[config.mk]
export PLATFORM = sky130hd
export DESIGN_NAME = cfg_sec_store
export DESIGN_NICKNAME = d
export VERILOG_FILES = /design/src/rtl/cfg_sec_pkg.sv /design/src/rtl/cfg_fuse_store.sv /design/src/rtl/cfg_lock.sv /design/src/rtl/cfg_erase_seq.sv /design/src/rtl/cfg_sec_store.sv
export SDC_FILE = /design/constraint.sdc
export NUM_CORES = 1
export LEC_CHECK = 0
export ABC_AREA = 0
export BUFFER_PORTS_ARGS = -buffer_cell sky130_fd_sc_hd__buf_2
export CELL_PAD_IN_SITES_DETAIL_PLACEMENT = 0
export CELL_PAD_IN_SITES_GLOBAL_PLACEMENT = 1
export CORE_MARGIN = 2
export CORE_UTILIZATION = 50
export CTS_CLUSTER_DIAMETER = 30
export DETAILED_ROUTE_END_ITERATION = 16
export PLACE_DENSITY = 0.8
export SLEW_MARGIN = 15
export SYNTH_ARGS = -nofsm -noshare
export SYNTH_HDL_FRONTEND = slang
export SYNTH_HIERARCHICAL = 1
export SYNTH_SLANG_ARGS = --single-unit
[constraint.sdc]
create_clock -name clk_i -period 2.6 [get_ports clk_i]
set_clock_uncertainty 0.15 [all_clocks]
set_input_delay 0.26 -clock clk_i [delete_from_list [all_inputs] [get_ports clk_i]]
set_output_delay 0.26 -clock clk_i [all_outputs]
set_load 0.01 [all_outputs]
[src/rtl/cfg_sec_pkg.sv]
package cfg_sec_pkg;
  localparam int unsigned DATA_W = 64;

  typedef enum logic [2:0] {
    OP_WR_ROW  = 3'd0,
    OP_WR_SIG  = 3'd1,
    OP_SET_SEC = 3'd2,
    OP_ERASE   = 3'd3,
    OP_RD_ROW  = 3'd4,
    OP_RD_SIG  = 3'd5
  } cfg_op_e;
endpackage

[src/rtl/cfg_fuse_store.sv]
module cfg_fuse_store #(
  parameter int unsigned ROWS  = 8,
  parameter int unsigned ROW_W = 40,
  parameter int unsigned SIG_W = 64,
  localparam int unsigned AW   = $clog2(ROWS)
) (
  input  logic             clk_i,
  input  logic             rst_ni,
  input  logic             clr_i,
  input  logic             row_we_i,
  input  logic [AW-1:0]    row_addr_i,
  input  logic [ROW_W-1:0] row_data_i,
  input  logic             sig_we_i,
  input  logic [SIG_W-1:0] sig_data_i,
  input  logic [AW-1:0]    rd_addr_i,
  output logic [ROW_W-1:0] rd_row_o,
  output logic [SIG_W-1:0] sig_o
);
  logic [ROW_W-1:0] row_q [ROWS];
  logic [SIG_W-1:0] sig_q;

  for (genvar g = 0; g < ROWS; g++) begin : g_row
    logic sel;
    assign sel = row_we_i && (row_addr_i == AW'(g));
    always_ff @(posedge clk_i or negedge rst_ni) begin
      if (!rst_ni)    row_q[g] <= '1;
      else if (clr_i) row_q[g] <= '1;
      else if (sel)   row_q[g] <= row_data_i;
    end
  end

  always_ff @(posedge clk_i or negedge rst_ni) begin
    if (!rst_ni)       sig_q <= '1;
    else if (clr_i)    sig_q <= '1;
    else if (sig_we_i) sig_q <= sig_data_i;
  end

  assign rd_row_o = row_q[rd_addr_i];
  assign sig_o    = sig_q;
endmodule

[src/rtl/cfg_lock.sv]
module cfg_lock (
  input  logic clk_i,
  input  logic rst_ni,
  input  logic set_i,
  input  logic clr_i,
  output logic sec_o
);
  logic sec_q;
  // erase wins; it never coincides with a set since busy blocks acceptance
  always_ff @(posedge clk_i or negedge rst_ni) begin
    if (!rst_ni)    sec_q <= 1'b0;
    else if (clr_i) sec_q <= 1'b0;
    else if (set_i) sec_q <= 1'b1;
  end
  assign sec_o = sec_q;
endmodule

[src/rtl/cfg_erase_seq.sv]
module cfg_erase_seq #(
  parameter int unsigned ERASE_CYCLES = 16,
  localparam int unsigned CW = $clog2(ERASE_CYCLES + 1)
) (
  input  logic clk_i,
  input  logic rst_ni,
  input  logic start_i,
  output logic busy_o,
  output logic done_o
);
  logic          busy_q;
  logic [CW-1:0] cnt_q;

  assign done_o = busy_q && (cnt_q == '0);
  assign busy_o = busy_q;

  always_ff @(posedge clk_i or negedge rst_ni) begin
    if (!rst_ni) begin
      busy_q <= 1'b0;
      cnt_q  <= '0;
    end else if (start_i && !busy_q) begin
      busy_q <= 1'b1;
      cnt_q  <= CW'(ERASE_CYCLES - 1);
    end else if (busy_q) begin
      if (cnt_q == '0) busy_q <= 1'b0;
      else             cnt_q  <= cnt_q - 1'b1;
    end
  end
endmodule

[src/rtl/cfg_sec_store.sv]
module cfg_sec_store
  import cfg_sec_pkg::*;
#(
  parameter int unsigned ROWS         = 8,
  parameter int unsigned ROW_W        = 40,
  parameter int unsigned ERASE_CYCLES = 16,
  localparam int unsigned AW          = $clog2(ROWS)
) (
  input  logic              clk_i,
  input  logic              rst_ni,
  input  logic              cmd_valid_i,
  output logic              cmd_ready_o,
  input  logic [2:0]        cmd_op_i,
  input  logic [AW-1:0]     cmd_addr_i,
  input  logic [DATA_W-1:0] cmd_data_i,
  output logic              rsp_valid_o,
  output logic [DATA_W-1:0] rsp_data_o,
  output logic              rsp_locked_o,
  output logic              busy_o
);
  logic busy, clr, sec, acc;
  logic do_wr_row, do_wr_sig, do_set, do_erase, do_rd_row, do_rd_sig;
  logic [ROW_W-1:0]  rd_row;
  logic [DATA_W-1:0] sig, row_ext;

  assign cmd_ready_o = !busy;
  assign busy_o      = busy;
  assign acc         = cmd_valid_i && !busy;

  always_comb begin
    do_wr_row = 1'b0; do_wr_sig = 1'b0; do_set = 1'b0;
    do_erase  = 1'b0; do_rd_row = 1'b0; do_rd_sig = 1'b0;
    if (acc) begin
      case (cmd_op_i)
        OP_WR_ROW:  do_wr_row = 1'b1;
        OP_WR_SIG:  do_wr_sig = 1'b1;
        OP_SET_SEC: do_set    = 1'b1;
        OP_ERASE:   do_erase  = 1'b1;
        OP_RD_ROW:  do_rd_row = 1'b1;
        OP_RD_SIG:  do_rd_sig = 1'b1;
        default: ;
      endcase
    end
  end

  cfg_fuse_store #(.ROWS(ROWS), .ROW_W(ROW_W), .SIG_W(DATA_W)) u_store (
    .clk_i, .rst_ni,
    .clr_i      (clr),
    .row_we_i   (do_wr_row),
    .row_addr_i (cmd_addr_i),
    .row_data_i (cmd_data_i[ROW_W-1:0]),
    .sig_we_i   (do_wr_sig),
    .sig_data_i (cmd_data_i),
    .rd_addr_i  (cmd_addr_i),
    .rd_row_o   (rd_row),
    .sig_o      (sig)
  );

  cfg_lock u_lock (
    .clk_i, .rst_ni,
    .set_i (do_set),
    .clr_i (clr),
    .sec_o (sec)
  );

  cfg_erase_seq #(.ERASE_CYCLES(ERASE_CYCLES)) u_erase (
    .clk_i, .rst_ni,
    .start_i (do_erase),
    .busy_o  (busy),
    .done_o  (clr)
  );

  always_comb begin
    row_ext = '0;
    row_ext[ROW_W-1:0] = rd_row;
  end

  always_ff @(posedge clk_i or negedge rst_ni) begin
    if (!rst_ni) begin
      rsp_valid_o  <= 1'b0;
      rsp_data_o   <= '0;
      rsp_locked_o <= 1'b0;
    end else begin
      rsp_valid_o <= do_rd_row || do_rd_sig;
      if (do_rd_sig) begin
        rsp_data_o   <= sig;
        rsp_locked_o <= 1'b0;
      end else if (do_rd_row) begin
        rsp_data_o   <= sec ? '0 : row_ext;
        rsp_locked_o <= sec;
      end
    end
  end
endmodule

==> results.md <==
| Metric | Reported | Unit |
|:---|:---|:---|
| Fraction of post-synthesis cell area in the top cell type by area | 44.8 | % |
| Pins over their slew limit | 0 | - |
| Leading cell types in the layout, fill and taps excluded | 384 x sky130_fd_sc_hd__dfstp_2, 377 x sky130_fd_sc_hd__nand2_1, 225 x sky130_fd_sc_hd__a211o_1, 210 x sky130_fd_sc_hd__nor2b_1, 161 x sky130_fd_sc_hd__nand3b_1 | - |
| Part of the Yosys area used for sequential elements | 52.9 | % |
| Multiplexer share of the synthesized area | 10.0 | % |
| Register bit count reported by yosys | 457 | - |
| Fillcell total | 3,365 | - |
| Grt ovf | 0 | - |
| Instance count of the mapped netlist | 1,968 | - |
| Detailed route wirelength on metal2 | 29,800 | um |
| Critical path origin | u_erase/busy_o$_DFF_PN0_ | - |
| Classification of the worst-slack hold path | primary input to flip-flop | - |
| Clock slew seen by the registers of the worst setup and hold paths | 40 | ps |
| Global-route wire length before repair | 98,800 | um |
| Critical path type | flip-flop to flip-flop | - |
| Top flip-flop cell by instance count after synthesis | sky130_fd_sc_hd__dfstp_2 | - |
| Total number of placement rows | 77 | - |
| Dpl ws | 133 | ps |
| Area growth from synthesis to layout | 25.2 | % |
| Via-per-instance ratio | 5.81 | - |
| Maximum Capacitance Violations | 0 | - |
| Worst reg2reg setup slack | 120 | ps |
| DIE AREA | 46,800 | um2 |
| Count of flip-flops with a built-in enable after synthesis | 0 | - |
| Most frequent standard cell in the layout excluding fill and tap cells | sky130_fd_sc_hd__dfstp_2 | - |
| Synthesized-area fraction occupied by ao, oa, aoi and oai cells | 10.9 | % |
| Number of antenna violations at the first check in global routing | 0 | - |
| PortBufs | 140 | - |
| Average footprint of a synthesized cell | 11.4 | um2 |
| RSZ-0062 raised after global routing | no | - |
| Final worst setup slack | 124 | ps |
| Endpoint kind of the worst setup timing path | flip-flop | - |
| Boundary Pins | 141 | - |
| Post-route met1 wirelength | 27,300 | um |
| Top Layer Used | met4 | - |
| Min Tclk post-route | 2480 | ps |
| Clock tree root buffer cell | sky130_fd_sc_hd__clkbuf_16 | - |
| Biggest area consumer among synthesized cells | sky130_fd_sc_hd__dfstp_2 | - |
| Core region area | 44,300 | um2 |
| Placer congestion estimate | 0.767 | - |
| Cts repair resizes | 0 | - |
| Ratio of cells with drive above 1 in the final layout | 41.9 | % |
| Crit Reg-Reg Startpoint | u_erase/busy_o$_DFF_PN0_ | - |
| Post-route fraction of the period consumed by the critical path | 95.2 | % |
| Synth Cell Area | 22,500 | um2 |
| Data arrival time of the worst path | 2860 | ps |
| Worst setup path endpoint | u_store/row_q[308]$_DFFE_PN1P_ | - |
| Worst slew margin | 26.9 | % |
| Via count | 16,400 | - |
| TritonCTS clock tree | done | - |
| End of the worst register-to-register path | u_store/row_q[308]$_DFFE_PN1P_ | - |
| Critical path data required time | 2980 | ps |
| Total wire length | 62,100 | um |
| Parity-gate share of the synthesized area counting xor and xnor cells | 0 | % |
| Die X | 216 | um |
| Clock Path Buffers | 3 | - |
| DRC Markers | 0 | - |
| Total CTS buffers | 105 | - |
| Number of DRC markers in iteration 0 | 1,230 | - |
| Starting Density | 50.8 | % |
| Pwr dens | 1310 | nW/um2 |
| Fin. Hold Viols | 0 | - |
| Largest cells by area after synthesis | sky130_fd_sc_hd__dfstp_2 45%, sky130_fd_sc_hd__a211o_1 8.7%, sky130_fd_sc_hd__dfrtp_1 8.1% | - |
| Final setup TNS | 0 | ps |
| Number of global-route vias before repair | 17,400 | - |
| Final std cells w/o fill | 2,827 | - |
| Result of the run | finished, final reports clean | - |
| Die Height | 216 | um |
| Overall Global Routing Usage | 26.9 | % |
| Transition time of the tightest slew-check pin | 1090 | ps |
| Count of synthesis-stage warnings from yosys | 6 | - |
| Post-layout net count | 2,218 | - |
| Per-cell routed wire length | 22.0 | um |
| P_leak | 12.4 | nW |
| Max FO, Critical Path | 48 | - |
| Antenna diode instance count | 0 | - |
| Overall power | 36.9 | mW |
| Main combinational cell family by area after synthesis | simple AND/OR/NAND/NOR gates | - |
| Maximum number of pins on one net before global-route repair | 94 | - |
| Top achievable clock speed | 404 | MHz |
| VDD IR max | 0.000680 | V |
| Depth of the worst register-to-register path | 7 | - |
| Critical Path Start Type | flip-flop | - |
| Total clock sinks | 457 | - |
| Fraction of registers with async set or reset after synthesis | 100 | % |
| Total setup violations reported at the end of the flow | 0 | - |
| Length of the first detailed-routing pass in iterations | 5 | - |
| Number of placed cells counting well taps | 2,560 | - |
| Post-route antenna net violation count | 0 | - |
| CTS H-tree depth | 3 | - |
| Synthesized-area fraction occupied by adder cells | 0.0555 | % |
| Skew-Pair Late Insertion Delay | 630 | ps |
| Post-synthesis cell type count | 44 | - |
| Wire length on met3 | 3910 | um |
| Post-DP HPWL | 34,600 | um |
| Synthesized netlist net count | 2,042 | - |
| Post-synthesis share of cell area spent on and, or, nand and nor gates | 21.0 | % |
==> power by group <==
| group | internal, mW | total (mW) | switching [mW] |
|---|---|---|---|
| Combinational | 4.98 | 8.80 | 3.82 |
| Clock | 9.25 | 13.4 | 4.13 |
| Sequential | 12.8 | 14.8 | 1.93 |
| Total | 27.1 | 36.9 | 9.88 |
==> synthesized netlist by cell type (2+ instances only) <==
| library cell | n |
|---|---|
| sky130_fd_sc_hd__dfstp_2 | 384 |
| sky130_fd_sc_hd__nand2_1 | 377 |
| sky130_fd_sc_hd__a211o_1 | 225 |
| sky130_fd_sc_hd__nor2b_1 | 210 |
| sky130_fd_sc_hd__nand3b_1 | 161 |
| sky130_fd_sc_hd__clkbuf_1 | 107 |
| sky130_fd_sc_hd__nor2_1 | 82 |
| sky130_fd_sc_hd__mux4_2 | 80 |
| sky130_fd_sc_hd__dfrtp_1 | 73 |
| sky130_fd_sc_hd__buf_2 | 58 |
| sky130_fd_sc_hd__mux2_2 | 40 |
| sky130_fd_sc_hd__a221oi_1 | 26 |
| sky130_fd_sc_hd__nand3_1 | 26 |
| sky130_fd_sc_hd__buf_4 | 22 |
| sky130_fd_sc_hd__buf_6 | 22 |
| sky130_fd_sc_hd__and2_1 | 15 |
| sky130_fd_sc_hd__a221oi_2 | 13 |
| sky130_fd_sc_hd__clkbuf_4 | 6 |
| sky130_fd_sc_hd__buf_1 | 4 |
| sky130_fd_sc_hd__inv_1 | 4 |
| sky130_fd_sc_hd__and4b_1 | 3 |
| sky130_fd_sc_hd__nand4b_1 | 3 |
| sky130_fd_sc_hd__nor3b_1 | 3 |
| sky130_fd_sc_hd__a21oi_1 | 2 |
| sky130_fd_sc_hd__and4bb_1 | 2 |
| sky130_fd_sc_hd__o22a_1 | 2 |
==> sequential cells by signal (all words and copies together) (netlist names) <==
signal / count
u_lock/sec_o: 1
rsp_valid_o: 1
u_store/row_q: 320
u_erase/cnt_q: 5
rsp_data_o: 64
u_erase/busy_o: 1
u_store/sig_o: 64
rsp_locked_o: 1
==> repair_timing <==
action | 4_1_cts | 5_1_grt
hold endpoints to repair | 473 | 0
buffers inserted | 0 | 0
hold buffers | 69 | 0
==> worst max-delay path, cell delays in order, from the launching register on <==
cell	delay, ps
sky130_fd_sc_hd__dfrtp_1	370
sky130_fd_sc_hd__nor3b_1	280
sky130_fd_sc_hd__nor3b_1	260
sky130_fd_sc_hd__buf_4	250
sky130_fd_sc_hd__nor4b_4	360
sky130_fd_sc_hd__buf_12	310
sky130_fd_sc_hd__nor2b_1	90
sky130_fd_sc_hd__a211o_1	290
==> final cells by class <==
cell class / count / area (um2) / share of cell area [%]
timing repair buffer: 288 / 2420 / 8.56
clock inverter: 57 / 658 / 2.33
sequential: 457 / 11900 / 42.2
tap: 592 / 741 / 2.62
inverter: 5 / 18.8 / 0.0665
clock buffer: 141 / 3020 / 10.7
multi-input combinational: 1287 / 9460 / 33.5
==> cells by family after synthesis <==
family | Yosys count
AO/OA/AOI/OAI | 271
adder cells (fa/ha/maj) | 1
flip-flops | 457
AND/OR/NAND/NOR | 895
multiplexers | 120
buffers and inverters | 224
==> how the worst min path moves through the flow <==
stage	slack, ps	depth (start not counted)	from	end
6_report	80	4	cmd_op_i[0]	rsp_data_o[62]$_DFFE_PN0P_
5_1_grt	90	4	cmd_op_i[0]	rsp_data_o[51]$_DFFE_PN0P_
4_1_cts	60	4	cmd_op_i[0]	rsp_data_o[51]$_DFFE_PN0P_
3_5_place_dp	50	1	rst_ni	rsp_data_o[56]$_DFFE_PN0P_
3_3_place_gp	50	1	rst_ni	rsp_data_o[57]$_DFFE_PN0P_
2_1_floorplan	-190	0	rst_ni	rsp_data_o[0]$_DFFE_PN0P_
==> through the flow <==
stage	instance area (um2)	hold slack [ps]	util, %
finish	28200	82.3	63.7
CTS	28200	59.9	63.7
global placement	23900	47.0	53.8
floorplan	22500	-186	-
detailed placement	23900	52.1	53.8
global route	28200	88.5	63.7
==> routing by layer <==
| metal | GRT usage [%] | vias to the layer above |
|---|---|---|
| li1 | - | 7259 |
| met1 | 36.6 | 8519 |
| met2 | 44.0 | 572 |
| met3 | 4.58 | 83 |
| met4 | 8.63 | 0 |
| met5 | 0 | - |
Power figures use the tool's default switching activity.
